==> src/rtl/dbs_pkg.sv <==
package dbs_pkg;
  // Default geometry: four drives, the low two on the internal cable.
  localparam int unsigned DEF_NUM_DRV = 4;
  localparam int unsigned DEF_INT_DRV = 2;
  localparam int unsigned DEF_STAT_W  = 4;
  localparam int unsigned DEF_CTRL_W  = 5;

  // Combinational decode of the select bits, shared by the submodules.
  typedef struct packed {
    logic pick_ext;  // an external-bus drive is selected
    logic any_sel;   // at least one drive is selected
  } sel_dec_t;
endpackage

==> src/rtl/dbs_sel_decode.sv <==
module dbs_sel_decode
  import dbs_pkg::*;
#(
  parameter int unsigned NUM_DRV = DEF_NUM_DRV,
  parameter int unsigned INT_DRV = DEF_INT_DRV
) (
  input  logic               clk,
  input  logic               rst,
  input  logic [NUM_DRV-1:0] sel,
  output sel_dec_t           dec,
  output logic               ext_sel_n,
  output logic               head_ld,
  output logic               drv_rdy
);
  localparam int unsigned EXT_DRV = NUM_DRV - INT_DRV;

  logic [EXT_DRV-1:0] ext_bits;
  assign ext_bits = sel[NUM_DRV-1:INT_DRV];

  always_comb begin
    dec.pick_ext = |ext_bits;
    dec.any_sel  = |sel;
  end

  // Head-load and ready sit in separate flops so that each can be placed
  // next to its own controller pin.
  always_ff @(posedge clk) begin
    if (rst) begin
      ext_sel_n <= 1'b1;
      head_ld   <= 1'b0;
      drv_rdy   <= 1'b0;
    end else begin
      ext_sel_n <= ~dec.pick_ext;
      head_ld   <= dec.any_sel;
      drv_rdy   <= dec.any_sel;
    end
  end

  assert_rst_sel_R1: assert property (@(posedge clk)
    $past(rst) |-> (ext_sel_n && !head_ld && !drv_rdy));

  assert_ext_decode_R2: assert property (@(posedge clk) disable iff (rst)
    !$past(rst) |-> (ext_sel_n == !$past(|sel[NUM_DRV-1:INT_DRV])));

  assert_any_sel_R5: assert property (@(posedge clk) disable iff (rst)
    !$past(rst) |-> (head_ld == $past(sel != '0)));

  assert_rdy_hld_R6: assert property (@(posedge clk) disable iff (rst)
    drv_rdy == head_ld);
endmodule

==> src/rtl/dbs_stat_mux.sv <==
module dbs_stat_mux #(
  parameter int unsigned STAT_W = dbs_pkg::DEF_STAT_W
) (
  input  logic              clk,
  input  logic              rst,
  input  logic              pick_ext,
  input  logic [STAT_W-1:0] int_stat,
  input  logic [STAT_W-1:0] ext_stat,
  output logic [STAT_W-1:0] ctl_stat
);
  for (genvar i = 0; i < STAT_W; i++) begin : g_lane
    always_ff @(posedge clk) begin
      if (rst) ctl_stat[i] <= 1'b0;
      else     ctl_stat[i] <= pick_ext ? ext_stat[i] : int_stat[i];
    end
  end

  assert_route_ext_R3: assert property (@(posedge clk) disable iff (rst)
    (!$past(rst) && $past(pick_ext)) |-> (ctl_stat == $past(ext_stat)));

  assert_route_int_R4: assert property (@(posedge clk) disable iff (rst)
    (!$past(rst) && !$past(pick_ext)) |-> (ctl_stat == $past(int_stat)));

  assert_rst_stat_R1: assert property (@(posedge clk)
    $past(rst) |-> (ctl_stat == '0));
endmodule

==> src/rtl/dbs_ctrl_fanout.sv <==
module dbs_ctrl_fanout #(
  parameter int unsigned CTRL_W = dbs_pkg::DEF_CTRL_W
) (
  input  logic              clk,
  input  logic              rst,
  input  logic [CTRL_W-1:0] ctrl_in,
  output logic [CTRL_W-1:0] int_bus,
  output logic [CTRL_W-1:0] ext_bus
);
  // One flop per line per cable: each cable driver gets a local copy.
  for (genvar i = 0; i < CTRL_W; i++) begin : g_line
    always_ff @(posedge clk) begin
      if (rst) begin
        int_bus[i] <= 1'b0;
        ext_bus[i] <= 1'b0;
      end else begin
        int_bus[i] <= ctrl_in[i];
        ext_bus[i] <= ctrl_in[i];
      end
    end
  end

  assert_bus_mirror_R7: assert property (@(posedge clk) disable iff (rst)
    int_bus == ext_bus);

  assert_bus_follow_R7: assert property (@(posedge clk) disable iff (rst)
    !$past(rst) |-> (ext_bus == $past(ctrl_in)));

  assert_rst_bus_R1: assert property (@(posedge clk)
    $past(rst) |-> (int_bus == '0 && ext_bus == '0));
endmodule

==> src/rtl/dual_bus_drive_sel.sv <==
module dual_bus_drive_sel
  import dbs_pkg::*;
#(
  parameter int unsigned NUM_DRV = DEF_NUM_DRV,
  parameter int unsigned INT_DRV = DEF_INT_DRV,
  parameter int unsigned STAT_W  = DEF_STAT_W,
  parameter int unsigned CTRL_W  = DEF_CTRL_W
) (
  input  logic              clk,
  input  logic              rst,
  input  logic [NUM_DRV-1:0] drv_sel,
  input  logic [STAT_W-1:0] int_stat,
  input  logic [STAT_W-1:0] ext_stat,
  input  logic [CTRL_W-1:0] ctrl_out,
  output logic [STAT_W-1:0] ctl_stat,
  output logic              ext_sel_n,
  output logic              head_ld,
  output logic              drv_rdy,
  output logic [CTRL_W-1:0] int_bus_out,
  output logic [CTRL_W-1:0] ext_bus_out
);
  sel_dec_t dec;

  dbs_sel_decode #(.NUM_DRV(NUM_DRV), .INT_DRV(INT_DRV)) u_dec (
    .clk(clk), .rst(rst), .sel(drv_sel), .dec(dec),
    .ext_sel_n(ext_sel_n), .head_ld(head_ld), .drv_rdy(drv_rdy)
  );

  dbs_stat_mux #(.STAT_W(STAT_W)) u_mux (
    .clk(clk), .rst(rst), .pick_ext(dec.pick_ext),
    .int_stat(int_stat), .ext_stat(ext_stat), .ctl_stat(ctl_stat)
  );

  dbs_ctrl_fanout #(.CTRL_W(CTRL_W)) u_fan (
    .clk(clk), .rst(rst), .ctrl_in(ctrl_out),
    .int_bus(int_bus_out), .ext_bus(ext_bus_out)
  );

  // Multi-select: the routed bus must agree with the registered select.
  assert_multi_sel_R8: assert property (@(posedge clk) disable iff (rst)
    (!$past(rst) && !ext_sel_n) |-> (ctl_stat == $past(ext_stat)));
endmodule

==> config.mk <==
export PLATFORM = sky130hd
export DESIGN_NAME = dual_bus_drive_sel
export DESIGN_NICKNAME = d
export VERILOG_FILES = /design/src/rtl/dbs_pkg.sv /design/src/rtl/dbs_sel_decode.sv /design/src/rtl/dbs_stat_mux.sv /design/src/rtl/dbs_ctrl_fanout.sv /design/src/rtl/dual_bus_drive_sel.sv
export SDC_FILE = /design/constraint.sdc
export NUM_CORES = 1
export LEC_CHECK = 0
export BUFFER_PORTS_ARGS = -buffer_cell sky130_fd_sc_hd__buf_4
export CAP_MARGIN = 30
export CORE_AREA = 2 2 39 41
export CTS_BUF_LIST = sky130_fd_sc_hd__clkbuf_16
export DETAILED_ROUTE_END_ITERATION = 16
export DIE_AREA = 0 0 41 43
export PLACE_DENSITY = 0.72
export SYNTH_ARGS = -nofsm -noshare
export SYNTH_HDL_FRONTEND = slang
export SYNTH_SLANG_ARGS = --single-unit
==> constraint.sdc <==
create_clock -name clk -period 0.9 [get_ports clk]
set_clock_uncertainty 0.05 [all_clocks]
set_input_delay 0.135 -clock clk [delete_from_list [all_inputs] [get_ports clk]]
set_output_delay 0.135 -clock clk [all_outputs]
set_load 0.01 [all_outputs]
==> impl_results.md <==
* Status: finished clean
* Number of synthesized flops with an enable pin at 0
* Hold WC Path Type: in -> reg
* Grt peak-use layer: met2
* Critical-path cell list: buf_4
* Xor and xnor area share after synthesis at 0%
* GP Congestion at 0.598
* Die W at about 41 um
* Clock sinks at 11
* Worst-Margin Slew at 0.159 ns
* Slew Limit Fails at 0
* CP Max Fanout at 2
* Yosys reg bits at 11
* Via count at approximately 380
* Synth Area in Compound Gates at 11.4%
* Power Density at 2070 nW/um^2
* Vias in the first global route at 358
* Ys flop type: dfxtp_1
* Largest net degree at the start of global routing at 10
* Syn nets at between 50 and 60
* Setup CP Type: reg -> out
* CTS tree: built
* Min Hold Slack at around 0.027 ns
* DRC viols at 0
* RSZ-0062 raised after global routing: no
* Startpoint types: register
* Post-route cell area at 717 um^2
* Area Growth Syn to Fin at 81.3%
* Netlist cell types at 9
* Top cells by area, synth: dfxtp_1 (56%), buf_4 (11%), or3b_1 (8.9%)
* # IOs at 36
* Starting Density at 28.6%
* Hold Vio Cnt, Final at 0
* CP Launch Point: u_fan.int_bus[2]$_SDFF_PP0_
* Placed instance area at 636 um^2
* CP max stage delay at 0.31 ns
* Average size of a mapped cell at 10.1 um^2
* Share of cells above drive strength 1 at 58.3%
* Core area at 1380 um^2
* Arrival @ worst endpoint at 0.67 ns
* WP data required at 0.71 ns
* P_leak at between 0.3 and 0.4 nW
* Cell taking the most area after synthesis: dfxtp_1
* Routed vias/inst at 4.26
* Slowest-stage cell, CP: dfxtp_2
* Sequential fraction of the synthesis area at 55.7%
* Total of max-cap violations at 0
* H-tree levels at 1
* M3 GR Usage at 3.66%
* Synthesis warning total at 0
* Root buffer cell: clkbuf_16
* Pre-antenna DRT Iters at 1
* Simple-gate share of the synthesized area at 20.3%
* Filler cell count at 143
* Wirelength per Cell at slightly above 9 um
* Setup-failing EPs final at 0
* Max rail drop VDD at 1400 uV
* Largest delay share family, worst path: flip-flops
* Final WL at roughly 810 um
* Combinational family with the most area after synthesis: simple AND/OR/NAND/NOR gates
* Setup ws final at 0.0441 ns
* Nets at slightly above 90
* Mapped cell area at 395 um^2
* GRT Total Usage at around a tenth
* Die area at around 1800 um^2
* Pre-CTS setup slack at 0.0183 ns
* Final Cycle Share at 95.1%
* Worst setup path endpoint: ext_bus_out[2]
* Post-synthesis mux area share at 0%
* Synth Instances at 39
* Global Route met2 Usage at between 10% and 20%
* Grt met1 use at 7.77%
* Drt initial violations at 0
* Crit. End Element: output port
* Gr ovfl total at 0
* Number of port buffers at 35
* Hold buffers post-CTS at 0
* Initial antenna violation count at 0
* Synth async-reset ratio at 0%
* Critical path buffers and inverters at 1
* Levels on crit path at 1
* Post-synthesis adder-cell area fraction at 0%
* Clock Path Buffers at 2
* Synth cell count leaders: dfxtp_1 (11), buf_4 (6), a21oi_1 (5), nor2b_1 (5)
* First-pass GRT wire length at between 1000 and 1500 um
* Top-area cell type share of the netlist area at 55.7%
* Most frequent cell after synthesis: dfxtp_1
* ANT nets after route at 0
* Rel. slew slack at a little under 90%
* Clock transition at path regs at around 0.040 ns
* Number of buffers created by CTS at 3
* Row count at 14
* Setup TNS at 0 ns
* Die height at around 43 um
* Diodes inserted at 0
* Clock period minus worst slack at 0.856 ns
* Fmax at around 1200 MHz
==> worst min-delay path by stage <==
stage                     startpoint                     endpoint  slack [ns]  cells after the start
after floorplan                  rst  u_fan.int_bus[3]$_SDFF_PP0_        0.16                      1
after global placement           rst  u_fan.int_bus[3]$_SDFF_PP0_        0.27                      2
after detailed placement         rst  u_fan.int_bus[3]$_SDFF_PP0_        0.27                      2
after CTS                        rst  u_fan.int_bus[3]$_SDFF_PP0_        0.03                      2
after global routing             rst  u_fan.int_bus[3]$_SDFF_PP0_        0.04                      2
final                            rst  u_fan.int_bus[3]$_SDFF_PP0_        0.03                      2
==> placed cells by master, fill, tap and decap left out <==
master / netlist / layout
a21oi_1: 5 / 5
buf_4: 6 / 36
clkbuf_16: 0 / 3
dfxtp_1: 11 / 9
dfxtp_2: 0 / 2
inv_1: 0 / 1
nor2_1: 2 / 2
nor2b_1: 5 / 5
o21ai_0: 4 / 4
or2_2: 1 / 1
or3b_1: 4 / 4
==> sequential cells by signal, indices dropped and copies added (netlist names) <==
register	cells
u_dec.head_ld	1
u_mux.ctl_stat	4
u_fan.int_bus	4
u_fan.ext_bus	1
u_dec.ext_sel_n	1
==> layer usage <==
layer | part of all wire (%) | up-vias
li1 | - | 191
met1 | 29 | 157
met2 | 56 | 25
met3 | 13 | 2
met4 | 2.1 | 0
met5 | 0 | -
==> area by class of cell <==
cell class                 count  area, um^2  share of cell area (%)
tap                           16        20.0                    2.79
multi-input combinational     21         125                    17.5
sequential                    11         223                    31.1
clock buffer                   3        75.1                    10.5
timing repair buffer          36         270                    37.7
clock inverter                 1        3.75                   0.524
==> per-stage QoR <==
stage	total power [W]	cells	util [%]
after global placement	0.000730	84	45.9
final	0.00148	88	51.8
after CTS	0.00151	88	51.6
after detailed placement	0.000734	84	45.9
after floorplan	0.000616	39	-
after global routing	0.00156	88	51.8
==> where the power goes <==
| group | total (W) | switching [W] | internal [W] |
|---|---|---|---|
| registers | 0.000531 | 0.0000101 | 0.000520 |
| logic | 0.000193 | 0.0000704 | 0.000122 |
| clock network | 0.000761 | 0.000182 | 0.000580 |
==> logic make-up (layout without fill, tap and decap cells) <==
group | count (synthesis) | after routing
AOI/OAI and AO/OA | 9 | 9
DFF | 11 | 11
buffers and inverters | 7 | 40
and+or+nand+nor | 12 | 12
==> timing repair <==
action	in CTS	in global routing
setup buffers	0	0
resized for setup	0	2
setup endpoints to repair	0	2
Power figures use the tool's default switching activity.
